**config.mk**
```make
export PLATFORM = sky130hd
export DESIGN_NAME = dsm_density_monitor
export DESIGN_NICKNAME = d
export VERILOG_FILES = /design/src/rtl/dsm_density_pkg.sv /design/src/rtl/dsm_win_counter.sv /design/src/rtl/dsm_density_classify.sv /design/src/rtl/dsm_sticky_flag.sv /design/src/rtl/dsm_density_monitor.sv
export SDC_FILE = /design/constraint.sdc
export NUM_CORES = 1
export LEC_CHECK = 0
export CAP_MARGIN = 20
export CORE_MARGIN = 2
export CORE_UTILIZATION = 61
export CTS_CLUSTER_DIAMETER = 100
export DETAILED_ROUTE_END_ITERATION = 8
export DONT_BUFFER_PORTS = 1
export HOLD_SLACK_MARGIN = 0.05
export PLACE_DENSITY = 0.77
export SLEW_MARGIN = 10
export SYNTH_ARGS = -nofsm -noshare
export SYNTH_HDL_FRONTEND = slang
export SYNTH_SLANG_ARGS = --single-unit
```
**constraint.sdc**
```tcl
create_clock -name clk_i -period 1.8 [get_ports clk_i]
set_input_delay 0.36 -clock clk_i [delete_from_list [all_inputs] [get_ports clk_i]]
set_output_delay 0.36 -clock clk_i [all_outputs]
set_load 0.005 [all_outputs]
```
**src/rtl/dsm_density_pkg.sv**
```systemverilog
package dsm_density_pkg;

   typedef enum logic [1:0] {
      RANGE_OK      = 2'b00,
      RANGE_POS_OVR = 2'b01,
      RANGE_NEG_OVR = 2'b10,
      RANGE_UNSTABLE = 2'b11
   } range_class_e;

   function automatic int unsigned pct_count(input int unsigned win, input int unsigned pct);
      return (win * pct) / 100;
   endfunction

endpackage

```
**src/rtl/dsm_win_counter.sv**
```systemverilog
module dsm_win_counter #(
   parameter int unsigned WIN_LOG2 = 10,
   parameter bit          SLIDING  = 1'b0
) (
   input  logic                clk_i,
   input  logic                rst_ni,
   input  logic                bit_i,
   input  logic                valid_i,
   input  logic                restart_i,
   output logic [WIN_LOG2:0]   cnt_o,
   output logic                done_o
);
   localparam int unsigned WIN = 1 << WIN_LOG2;
   localparam int unsigned CW  = WIN_LOG2 + 1;

   logic [CW-1:0] cnt_q;
   logic          done_q;

   if (!SLIDING) begin : g_block
      logic [CW-1:0]       acc_q;
      logic [WIN_LOG2-1:0] idx_q;

      always_ff @(posedge clk_i) begin
         if (!rst_ni) begin
            acc_q  <= '0;
            idx_q  <= '0;
            cnt_q  <= CW'(WIN / 2);
            done_q <= 1'b0;
         end else begin
            done_q <= 1'b0;
            if (restart_i) begin
               acc_q <= '0;
               idx_q <= '0;
            end else if (valid_i) begin
               if (&idx_q) begin
                  cnt_q  <= acc_q + CW'(bit_i);
                  done_q <= 1'b1;
                  acc_q  <= '0;
                  idx_q  <= '0;
               end else begin
                  acc_q <= acc_q + CW'(bit_i);
                  idx_q <= idx_q + 1'b1;
               end
            end
         end
      end

      AST_DONE_SINGLE: assert property (@(posedge clk_i) disable iff (!rst_ni)
         done_q |=> !done_q);
   end else begin : g_sliding
      logic [WIN-1:0] hist_q;
      logic [CW-1:0]  run_q;
      logic [CW-1:0]  fill_q;
      logic [CW-1:0]  run_nx;
      logic [CW-1:0]  fill_nx;
      logic           full;

      assign full    = (fill_q == CW'(WIN));
      assign fill_nx = full ? fill_q : fill_q + 1'b1;
      assign run_nx  = run_q + CW'(bit_i) - (full ? CW'(hist_q[WIN-1]) : '0);

      always_ff @(posedge clk_i) begin
         if (!rst_ni) begin
            hist_q <= '0;
            run_q  <= '0;
            fill_q <= '0;
            cnt_q  <= CW'(WIN / 2);
            done_q <= 1'b0;
         end else begin
            done_q <= 1'b0;
            if (restart_i) begin
               hist_q <= '0;
               run_q  <= '0;
               fill_q <= '0;
            end else if (valid_i) begin
               hist_q <= {hist_q[WIN-2:0], bit_i};
               run_q  <= run_nx;
               fill_q <= fill_nx;
               if (fill_nx == CW'(WIN)) begin
                  cnt_q  <= run_nx;
                  done_q <= 1'b1;
               end
            end
         end
      end
   end

   assign cnt_o  = cnt_q;
   assign done_o = done_q;

   AST_DONE_NEEDS_BIT: assert property (@(posedge clk_i) disable iff (!rst_ni)
      done_q |-> $past(valid_i && !restart_i));
   AST_CNT_HOLD: assert property (@(posedge clk_i) disable iff (!rst_ni)
      !done_q |-> $stable(cnt_q));
   AST_CNT_BOUND: assert property (@(posedge clk_i) disable iff (!rst_ni)
      cnt_q <= CW'(WIN));

endmodule

```
**src/rtl/dsm_density_classify.sv**
```systemverilog
module dsm_density_classify
   import dsm_density_pkg::*;
#(
   parameter int unsigned CW     = 11,
   parameter int unsigned HI_FS  = 880,
   parameter int unsigned HI_OVR = 952,
   parameter int unsigned LO_FS  = 144,
   parameter int unsigned LO_OVR = 72
) (
   input  logic [CW-1:0] cnt_i,
   output range_class_e  class_o
);
   always_comb begin
      if (cnt_i > CW'(HI_OVR) || cnt_i < CW'(LO_OVR)) begin
         class_o = RANGE_UNSTABLE;
      end else if (cnt_i > CW'(HI_FS)) begin
         class_o = RANGE_POS_OVR;
      end else if (cnt_i < CW'(LO_FS)) begin
         class_o = RANGE_NEG_OVR;
      end else begin
         class_o = RANGE_OK;
      end
   end
endmodule

```
**src/rtl/dsm_sticky_flag.sv**
```systemverilog
module dsm_sticky_flag (
   input  logic clk_i,
   input  logic rst_ni,
   input  logic set_i,
   input  logic clr_i,
   output logic flag_o
);
   logic flag_q;

   always_ff @(posedge clk_i) begin
      if (!rst_ni)     flag_q <= 1'b0;
      else if (clr_i)  flag_q <= 1'b0;
      else if (set_i)  flag_q <= 1'b1;
   end

   assign flag_o = flag_q;

   AST_FLAG_STICKY: assert property (@(posedge clk_i) disable iff (!rst_ni)
      (flag_q && !clr_i) |=> flag_q);
   AST_FLAG_SET: assert property (@(posedge clk_i) disable iff (!rst_ni)
      (set_i && !clr_i) |=> flag_q);
   AST_FLAG_CLEAR: assert property (@(posedge clk_i) disable iff (!rst_ni)
      clr_i |=> !flag_q);

endmodule

```
**src/rtl/dsm_density_monitor.sv**
```systemverilog
module dsm_density_monitor
   import dsm_density_pkg::*;
#(
   parameter int unsigned WIN_LOG2 = 10,
   parameter bit          SLIDING  = 1'b0,
   parameter int unsigned FS_PCT   = 86,
   parameter int unsigned OVR_PCT  = 93
) (
   input  logic                clk_i,
   input  logic                rst_ni,
   input  logic                bit_i,
   input  logic                bit_valid_i,
   input  logic                clr_i,
   output logic [WIN_LOG2:0]   ones_cnt_o,
   output logic [1:0]          status_o,
   output logic                win_done_o,
   output logic                err_o
);
   localparam int unsigned WIN    = 1 << WIN_LOG2;
   localparam int unsigned CW     = WIN_LOG2 + 1;
   localparam int unsigned HI_FS  = pct_count(WIN, FS_PCT);
   localparam int unsigned HI_OVR = pct_count(WIN, OVR_PCT);
   localparam int unsigned LO_FS  = WIN - HI_FS;
   localparam int unsigned LO_OVR = WIN - HI_OVR;

   if (WIN_LOG2 < 4 || WIN_LOG2 > 12) begin : g_bad_win
      $error("WIN_LOG2 must lie in 4..12");
   end
   if (FS_PCT <= 50 || OVR_PCT <= FS_PCT || OVR_PCT >= 100) begin : g_bad_pct
      $error("need 50 < FS_PCT < OVR_PCT < 100");
   end

   logic [CW-1:0] cnt;
   logic          done;
   range_class_e  cls;
   logic          unstable_hit;

   dsm_win_counter #(
      .WIN_LOG2 (WIN_LOG2),
      .SLIDING  (SLIDING)
   ) i_counter (
      .clk_i     (clk_i),
      .rst_ni    (rst_ni),
      .bit_i     (bit_i),
      .valid_i   (bit_valid_i),
      .restart_i (clr_i),
      .cnt_o     (cnt),
      .done_o    (done)
   );

   dsm_density_classify #(
      .CW     (CW),
      .HI_FS  (HI_FS),
      .HI_OVR (HI_OVR),
      .LO_FS  (LO_FS),
      .LO_OVR (LO_OVR)
   ) i_classify (
      .cnt_i   (cnt),
      .class_o (cls)
   );

   assign unstable_hit = done && (cls == RANGE_UNSTABLE);

   dsm_sticky_flag i_flag (
      .clk_i  (clk_i),
      .rst_ni (rst_ni),
      .set_i  (unstable_hit),
      .clr_i  (clr_i),
      .flag_o (err_o)
   );

   assign ones_cnt_o = cnt;
   assign status_o   = cls;
   assign win_done_o = done;

   AST_CLASS_HOLD: assert property (@(posedge clk_i) disable iff (!rst_ni)
      !win_done_o |-> $stable(status_o));
   AST_NO_ERR_WITHOUT_CAUSE: assert property (@(posedge clk_i) disable iff (!rst_ni)
      $rose(err_o) |-> $past(win_done_o && status_o == 2'b11));

endmodule

```
==> results of run 1 <==
[state kept, by name (all words and copies together), names as in the netlist]
name	cells
i_flag.flag_o	1
i_counter.done_o	1
i_counter.g_block.idx_q	10
i_counter.g_block.acc_q	11
i_counter.cnt_o	11
[metrics by stage]
step	cell area, sq um	cells
global route	1750	215
global placement	1610	206
CTS	1740	215
detailed placement	1610	206
finish	1750	215
floorplan	1640	184
[final cells by class]
cell class / count / area share
Timing Repair Buffer: 3 / 0.0129
Sequential cell: 34 / 0.392
Inverter: 4 / 0.00859
Multi-Input combinational cell: 136 / 0.504
Clock inverter: 3 / 0.0394
Tap cell: 30 / 0.0215
Clock buffer: 5 / 0.0215
[layer usage]
metal / GRT usage / vias to the layer above
li1: - / 648
met2: 0.318 / 38
met5: 0 / -
met1: 0.289 / 578
met3: 0.0698 / 8
met4: 0.108 / 0
[logic make-up (layout without fill, tap and decap cells)]
logic type,Yosys count,after routing,synth area share
compound gates,28,28,0.129
xor+xnor,22,22,0.118
fa+ha+maj,3,3,0.0230
buf+inv,14,15,0.0543
flops,34,34,0.416
mux,1,1,0.00689
simple gates,82,82,0.253
[power breakdown]
part           switching, mW  leakage, nW  internal [mW]
combinational         0.0211        0.295         0.0111
sequential           0.00177        0.275          0.753
clock                  0.275       0.0554          0.434
[synthesized netlist by cell type (all sizes together)]
library cell | count | area share
a211oi | 8 | 0.037
a21boi | 1 | 0.0046
a21o | 1 | 0.0046
a21oi | 3 | 0.014
a22o | 3 | 0.016
a31o | 1 | 0.0054
a31oi | 1 | 0.0038
a41oi | 1 | 0.0054
and2 | 1 | 0.0038
and3 | 7 | 0.031
and3b | 1 | 0.0054
and4 | 4 | 0.023
buf | 7 | 0.036
clkbuf | 3 | 0.0092
dfxtp | 34 | 0.42
ha | 3 | 0.023
inv | 4 | 0.0092
mux2 | 1 | 0.0069
nand2 | 16 | 0.040
nand2b | 1 | 0.0038
nand3 | 8 | 0.024
nand4 | 8 | 0.031
nor2 | 28 | 0.064
nor2b | 1 | 0.0038
nor3 | 5 | 0.015
nor4 | 1 | 0.0038
o2111a | 1 | 0.0069
o21ai | 5 | 0.015
o2bb2ai | 1 | 0.0054
o311ai | 1 | 0.0054
o41ai | 1 | 0.0054
or3 | 1 | 0.0038
xnor2 | 8 | 0.043
xor2 | 14 | 0.075
[how the worst max path moves through the flow]
stage                  startpoint                          end  slack, ns  cells after the start
2_1_floorplan               bit_i   i_counter.g_block.acc_q[7]       0.26                      6
3_3_place_gp                bit_i           i_counter.cnt_o[8]       0.25                      6
3_5_place_dp                bit_i  i_counter.g_block.acc_q[10]       0.18                      6
4_1_cts        i_counter.cnt_o[0]                  status_o[1]      -0.01                      4
5_1_grt        i_counter.cnt_o[8]                  status_o[0]      -0.06                      4
6_report       i_counter.cnt_o[8]                  status_o[0]      0.004                      4
[repair_timing]
action                     in CTS  in global routing
pin swaps                       1                  2
resized for setup               5                  4
hold buffers                    0                  0
setup buffers                   1                  0
setup endpoints to repair       2                  2
==> impl_metrics.json, run 1 <==
{
  "cap_violations": 0,
  "grt_pass1_wl_um": 5260,
  "drc": 0,
  "endpoint_kind": "primary output",
  "power_leakage_nw": 0.626,
  "slew_headroom": 0.684,
  "top_layer": "met4",
  "holdPathStages": 1,
  "wl_per_cell_um": 14.3,
  "cts_tree": "yes",
  "cts_root_buffer": "clkbuf_4",
  "setup_viol": 0,
  "insertion_delay_ns": 0.35,
  "rows": 18,
  "synth_cells": 184,
  "syn_area_per_cell_sq_um": 8.89,
  "cpMaxStageDelayCell": "or3_1",
  "grt_usage": 0.218,
  "synth_seq_cells": 34,
  "crit_buf_inv": 0,
  "place_ws_ns": 0.181,
  "synthToLayoutAreaGrowth_pct": 6.89,
  "crit_required_ns": 1.44,
  "r2r_setup_slack_ns": 0.17,
  "power_density_nw_per_um2": 856,
  "vias": 1272,
  "crit_path_max_fanout": 5,
  "worst_slew_pin_slew_ns": 0.472,
  "syn_nets": 192,
  "grt_max_degree": 18,
  "fin_worst_skew_ns": 0.0157,
  "ff2ff_path_depth": 4,
  "synthDistinctLibCells": 44,
  "final_common_cell": "dfxtp_1",
  "cts_max_path_buffers": 2,
  "fin_nets": 192,
  "drt_wl_total_um": 3080,
  "port_buffers": 0,
  "finalHoldWorstSlack_ns": 0.0770,
  "drive_above_1_share": 0.141,
  "p_total_mw": 1.50,
  "die_w_um": 55.8,
  "clkTransAtPathRegs_ns": 0.12,
  "synth_warnings": 0,
  "routabilityCongestion": 0.813,
  "path_delay_family": "simple AND/OR/NAND/NOR gates",
  "ys_seq_area_frac": 0.416,
  "fin_crit_ns": 1.80,
  "seq_area_sq_um": 686,
  "rsz0062_at_grt": "yes",
  "syn_area_sq_um": 1640,
  "worstHoldEndpoint": "i_counter.cnt_o[9]",
  "fp.dieArea_sq_um": 3110,
  "multiInputGateArea_sq_um": 881,
  "startpoint_type": "flop",
  "reg2reg_from": "i_counter.g_block.idx_q[3]",
  "die_h_um": 55.8,
  "viasPerCell": 5.92,
  "first_global_vias": 1153,
  "pin_count": 20,
  "worstSetupPathType": "reg -> out",
  "overflow": 0,
  "post-route-util": 0.699,
  "path_cells": "or3_1, o21ai_2, a31oi_2, o21ai_1",
  "final_cell_mix": "dfxtp_1, nor2_1, nand2_1, xor2_1",
  "fillers": 184,
  "timing.final.crit_share": 0.998,
  "drtIter0Drc": 63,
  "hpwl_um": 2220,
  "cts_num_sinks": 34,
  "wl_met2_um": 1330,
  "antenna_left": 0,
  "first_pass_iters": 4,
  "status": "finished, final reports clean",
  "start_util": 0.654,
  "critPathArrivalTime_ns": 1.44,
  "coreArea_sq_um": 2500,
  "cpPeakStageDelay_ns": 0.39,
  "clock.fmax_ghz": 0.557,
  "n_antenna_cell": 0,
  "rr_endpoint": "i_counter.g_block.idx_q[0]",
  "antenna_found_initial": 0,
  "hold_class": "in -> reg",
  "drt-met1-wl_um": 1470,
  "hold_viol": 0,
  "dr_wl_met3_um": 214,
  "ir_drop_v": 0.000810,
  "ctsHtreeMaxLevel": 2,
  "cts_made_buffers": 5,
  "fin_setup_tns_ns": 0,
  "final.setup.worst_slack_ns": 0.00439,
  "min_from": "rst_ni",
  "finalMaxSlewViolations": 0
}
Power figures use the tool's default switching activity.
==> run 2: changes to the inputs <==
--- a/config.mk
+++ b/config.mk
@@ -5,8 +5,10 @@
 export SDC_FILE = /design/constraint.sdc
 export NUM_CORES = 1
 export LEC_CHECK = 0
+export ABC_AREA = 1
 export CAP_MARGIN = 20
-export CORE_MARGIN = 2
+export CORE_ASPECT_RATIO = 1.75
+export CORE_MARGIN = 10
 export CORE_UTILIZATION = 61
 export CTS_CLUSTER_DIAMETER = 100
 export DETAILED_ROUTE_END_ITERATION = 8
==> impl_metrics.json, run 2 <==
{
  "synth_flop_cell": "dfxtp_1",
  "crit_path_start": "i_counter.cnt_o[4]",
  "synth_top_area_cell": "dfxtp_1",
  "synth_seq_cells": 34,
  "antenna_found_initial": 0,
  "vias": 1457,
  "drive_above_1_share": 0.0830,
  "ir_drop_v": 0.000654,
  "reg2reg_from": "i_counter.g_block.idx_q[1]",
  "hold_class": "in -> reg",
  "cts_num_sinks": 34,
  "cts_hold_buffers": 0,
  "cp-endpoint": "status_o[1]",
  "muxShareOfSynthArea": 0,
  "routabilityCongestion": 0.790,
  "clock.fmax_ghz": 0.624,
  "cts_setup_buffers": 0,
  "drt_wl_total_um": 3420,
  "synthSimpleGateAreaFrac": 0.324,
  "power_leakage_nw": 0.671,
  "syn_area_per_cell_sq_um": 7.10,
  "grt_pass1_wl_um": 5970,
  "antenna_left": 0,
  "place_area_sq_um": 1690,
  "wl_per_cell_um": 12.8,
  "cts_max_path_buffers": 2,
  "status": "finished, final reports clean",
  "power_density_nw_per_um2": 743,
  "crit_top_cell": "nand2_1",
  "overflow": 0,
  "cts_made_buffers": 5,
  "rr_endpoint": "i_counter.cnt_o[3]",
  "cpPeakStageDelay_ns": 0.39,
  "design_area_sq_um": 1770,
  "final_common_cell": "nand2_1",
  "synth_compound_area_frac": 0.122,
  "drtIter0Drc": 58,
  "worstSetupPathType": "reg -> out",
  "grt_max_degree": 19,
  "pin_count": 20,
  "die_w_um": 59.6,
  "cp.depth": 8,
  "path_cells": "nand2_1, nor2_1, nand2_1, nand2_1, nand2_1, nand2_1, inv_1, o31ai_1",
  "startpoint_type": "flop",
  "final_cell_mix": "nand2_1, dfxtp_1, nor2_1",
  "n_antenna_cell": 0,
  "ctsHtreeMaxLevel": 2,
  "cpMaxStageDelayCell": "dfxtp_1",
  "critPathArrivalTime_ns": 1.24,
  "synth_top_family_by_area": "simple AND/OR/NAND/NOR gates",
  "fin_setup_tns_ns": 0,
  "cts_root_buffer": "clkbuf_8",
  "synth-edff-count": 0,
  "synth_warnings": 0,
  "synthDistinctLibCells": 26,
  "hpwl_um": 2670,
  "clkTransAtPathRegs_ns": 0.06,
  "crit_path_max_fanout": 4,
  "timing.final.crit_share": 0.890,
  "synth-adder-area-share": 0.0224,
  "first_global_vias": 1445,
  "fin_worst_skew_ns": 0.00308,
  "grt_usage": 0.142,
  "synth_xor_area_frac": 0.0471,
  "place_ws_ns": 0.270,
  "cap_violations": 0,
  "rsz0062_at_grt": "no",
  "drc": 0,
  "die_h_um": 89.3,
  "fin_crit_ns": 1.60,
  "netlist_top_cells_count": "nand2_1, dfxtp_1, nor2_1, inv_1, a21oi_1",
  "synth_most_common_cell": "nand2_1",
  "path_delay_family": "simple AND/OR/NAND/NOR gates",
  "port_buffers": 0,
  "synth_cells": 236,
  "worst_slew_pin_slew_ns": 0.297,
  "start_util": 0.630,
  "crit_buf_inv": 1,
  "final_cell_count_no_fill": 268,
  "viasPerCell": 5.44,
  "synth_async_sr_flop_share": 0,
  "r2r_setup_slack_ns": 0.25,
  "crit_required_ns": 1.44,
  "ff2ff_path_depth": 7,
  "hold_viol": 0,
  "synthToLayoutAreaGrowth_pct": 5.53,
  "yosysTopAreaCellShare": 0.406,
  "endpoint_kind": "primary output",
  "syn_nets": 244,
  "dp_cells": 261,
  "finalMaxSlewViolations": 0,
  "rows": 25,
  "yosys-top-cells-area": "dfxtp_1, nand2_1, nor2_1, a21oi_1, inv_1",
  "coreArea_sq_um": 2660,
  "slew_headroom": 0.800,
  "cts_tree": "yes",
  "insertion_delay_ns": 0.29,
  "syn_area_sq_um": 1680,
  "setup_viol": 0,
  "ys_seq_area_frac": 0.406,
  "fp.dieArea_sq_um": 5330,
  "fin_nets": 249,
  "first_pass_iters": 4,
  "final.setup.worst_slack_ns": 0.197
}
## run 2: cell types whose count changed after synthesis, sizes merged, moves of 4 or more
| cell | before | now |
|---|---|---|
| nand2 | 16 | 66 |
| inv | 4 | 26 |
| a21oi | 3 | 22 |
| nor2 | 28 | 39 |
| xor2 | 14 | 5 |
| a211oi | 8 | 1 |
| and3 | 7 | 0 |
| nand4 | 8 | 3 |
| and4 | 4 | 0 |
| buf | 7 | 3 |
| o21ai | 5 | 9 |
| xnor2 | 8 | 4 |
## run 2: metrics by stage
step	hold slack [ns]	total power [mW]	utilization
2_1_floorplan	0.447	0.803	-
3_3_place_gp	0.456	0.810	0.636
3_5_place_dp	0.465	0.811	0.636
4_1_cts	0.167	1.33	0.664
5_1_grt	0.167	1.36	0.665
6_report	0.171	1.31	0.665
## run 2: per-layer routing
layer,GRT usage,wire [um]
met1,0.128,1250
met2,0.270,1850
met3,0.0469,253
met4,0.0635,68
met5,0,0
## run 2: logic make-up (layout without fill, tap and decap cells)
kind of cell,Yosys count,count (layout)
AO/OA/AOI/OAI,37,37
buffers and inverters,30,35
AND/OR/NAND/NOR,123,123
XOR/XNOR,9,9
adder cells (fa/ha/maj),3,3
flip-flops,34,34
## run 2: report_power, final
| part | internal [mW] | switching (mW) |
|---|---|---|
| combinational | 0.0103 | 0.0267 |
| sequential | 0.755 | 0.00167 |
| clock | 0.266 | 0.255 |
| total | 1.03 | 0.283 |
## run 2: cell type report
cell class | instances | area [sq um]
multi-input cells | 172 | 863
flip-flops and latches | 34 | 682
fillers | 252 | 891
clock buffers | 7 | 76.3
repair buffers | 2 | 15.0
well taps | 27 | 33.8
inverters | 26 | 97.6
## run 2: worst min path at each step
stage / from / to / cells after the start
3_5_place_dp: i_counter.g_block.acc_q[0] / i_counter.g_block.acc_q[0] / 2
5_1_grt: rst_ni / i_counter.cnt_o[9] / 1
3_3_place_gp: i_counter.g_block.acc_q[0] / i_counter.g_block.acc_q[0] / 2
4_1_cts: rst_ni / i_counter.cnt_o[9] / 1
6_report: rst_ni / i_counter.cnt_o[9] / 1
2_1_floorplan: i_flag.flag_o / i_flag.flag_o / 2
## run 2: repair_timing
action                                 in CTS  in global routing
resized for setup                           0                  1
setup endpoints to repair                   0                  1
endpoints found under the hold margin       0                  0
==> run 3: changes to the inputs <==
--- a/config.mk
+++ b/config.mk
@@ -7,14 +7,16 @@
 export LEC_CHECK = 0
 export ABC_AREA = 1
 export CAP_MARGIN = 20
+export CELL_PAD_IN_SITES_DETAIL_PLACEMENT = 0
+export CELL_PAD_IN_SITES_GLOBAL_PLACEMENT = 2
 export CORE_ASPECT_RATIO = 1.75
 export CORE_MARGIN = 10
-export CORE_UTILIZATION = 61
+export CORE_UTILIZATION = 35
 export CTS_CLUSTER_DIAMETER = 100
 export DETAILED_ROUTE_END_ITERATION = 8
 export DONT_BUFFER_PORTS = 1
 export HOLD_SLACK_MARGIN = 0.05
-export PLACE_DENSITY = 0.77
+export PLACE_DENSITY = 0.78
 export SLEW_MARGIN = 10
 export SYNTH_ARGS = -nofsm -noshare
 export SYNTH_HDL_FRONTEND = slang
==> impl_metrics.json, run 3 (same netlist as run 2, synthesis figures left out) <==
{
  "finalMaxSlewViolations": 0,
  "fin_worst_skew_ns": 0.00620,
  "cts_hold_buffers": 0,
  "insertion_delay_ns": 0.28,
  "port_buffers": 0,
  "rr_endpoint": "i_counter.cnt_o[10]",
  "viasPerCell": 4.80,
  "vias": 1417,
  "final_cell_mix": "nand2_1, dfxtp_1, nor2_1",
  "ff2ff_path_depth": 9,
  "clkTransAtPathRegs_ns": 0.07,
  "cts_tree": "yes",
  "first_pass_iters": 4,
  "drive_above_1_share": 0.0905,
  "cpMaxStageDelayCell": "dfxtp_1",
  "cpPeakStageDelay_ns": 0.44,
  "slew_headroom": 0.779,
  "final_common_cell": "nand2_1",
  "fin_nets": 250,
  "holdPathStages": 1,
  "n_antenna_cell": 0,
  "wl_per_cell_um": 14.2,
  "setup_viol": 0,
  "fin_setup_tns_ns": 0,
  "coreArea_sq_um": 4670,
  "antenna_found_initial": 0,
  "crit_path_max_fanout": 5,
  "fp.dieArea_sq_um": 8060,
  "cts_max_path_buffers": 2,
  "die_h_um": 112,
  "clock.fmax_ghz": 0.602,
  "endpoint_kind": "primary output",
  "drt_wl_total_um": 4200,
  "cts_setup_buffers": 0,
  "grt_usage": 0.108,
  "dp_cells": 287,
  "hpwl_um": 3300,
  "crit_required_ns": 1.44,
  "timing.final.crit_share": 0.923,
  "grt_max_degree": 19,
  "min_from": "rst_ni",
  "seq_area_sq_um": 681,
  "pin_count": 20,
  "power_density_nw_per_um2": 754,
  "start_util": 0.359,
  "worstSetupPathType": "reg -> out",
  "path_cells": "inv_1, nand2_1, nor2_1, a21oi_1, nand2_1, inv_1, o31ai_1",
  "first_global_vias": 1442,
  "fillers": 529,
  "rows": 33,
  "reg2reg_from": "i_counter.g_block.acc_q[0]",
  "cts_made_buffers": 5,
  "p_total_mw": 1.37,
  "cts_root_buffer": "clkbuf_8",
  "grt_pass1_wl_um": 6910,
  "ctsHtreeMaxLevel": 2,
  "hold_class": "in -> reg",
  "rsz0062_at_grt": "no",
  "die_w_um": 72.3,
  "fin_crit_ns": 1.66,
  "cts_num_sinks": 34,
  "drtIter0Drc": 60,
  "synthToLayoutAreaGrowth_pct": 8.66,
  "cap_violations": 0,
  "r2r_setup_slack_ns": 0.26,
  "drc": 0,
  "worst_slew_pin_slew_ns": 0.331,
  "worstHoldEndpoint": "i_counter.cnt_o[9]",
  "startpoint_type": "flop",
  "overflow": 0,
  "final_cell_count_no_fill": 295,
  "ir_drop_v": 0.000510,
  "ctsResizeCount": 0,
  "routabilityCongestion": 0.763,
  "antenna_left": 0,
  "critPathArrivalTime_ns": 1.30,
  "multiInputGateArea_sq_um": 863,
  "power_leakage_nw": 0.686,
  "status": "finished, final reports clean",
  "hold_viol": 0
}
run 3: cell count changes in the layout (fill, tap and decap cells not counted):
cell / delta
buf_4: +1
clkbuf_1: -1
clkbuf_8: +1
clkinv_2: +1
dfxtp_1: +1
dfxtp_2: -1
run 3: metal layers:
layer	vias up	track usage	wire length (um)
li1	763	-	-
met1	624	0.0987	1580
met2	23	0.203	2290
met3	7	0.0356	252
met4	0	0.0454	69
met5	-	0	0
run 3: metrics by stage:
step / cell area, sq um / hold slack, ns / setup slack [ns] / utilization
2_1_floorplan: 1680 / 0.447 / 0.390 / -
3_3_place_gp: 1730 / 0.459 / 0.221 / 0.371
3_5_place_dp: 1730 / 0.469 / 0.228 / 0.371
4_1_cts: 1820 / 0.170 / 0.117 / 0.390
5_1_grt: 1820 / 0.179 / 0.0366 / 0.390
6_report: 1820 / 0.182 / 0.138 / 0.390
run 3: area by class of cell:
type                       instances  share of cell area
clock buffer                       7              0.0474
tap                               52              0.0357
sequential                        34               0.374
timing repair buffer               3              0.0124
clock inverter                     1             0.00275
multi-input combinational        172               0.474
inverter                          26              0.0536
run 3: power breakdown:
group	total, mW	switching (mW)	leakage, nW	internal, mW
Sequential	0.756	0.00167	0.274	0.754
Combinational	0.0388	0.0285	0.363	0.0103
Clock	0.577	0.269	0.0482	0.308
Total	1.37	0.299	0.686	1.07
run 3: how the worst max path moves through the flow:
stage                     cells after the start           startpoint                    endpoint  slack, ns
final                                         7  i_counter.cnt_o[10]                 status_o[1]       0.14
after global routing                          8   i_counter.cnt_o[5]                 status_o[0]       0.04
after CTS                                     7  i_counter.cnt_o[10]                 status_o[1]       0.12
after detailed placement                      8                bit_i  i_counter.g_block.acc_q[8]       0.23
after global placement                        8                bit_i  i_counter.g_block.acc_q[8]       0.22
after floorplan                               9                bit_i         i_counter.cnt_o[10]       0.39
run 3: worst max-delay path: cells and delay by family (launching register included):
| family | cells | cell delay [ns] |
|---|---|---|
| buffers and inverters | 2 | 0.14 |
| AND/OR/NAND/NOR | 3 | 0.21 |
| flip-flops | 1 | 0.44 |
| AO/OA/AOI/OAI | 2 | 0.22 |
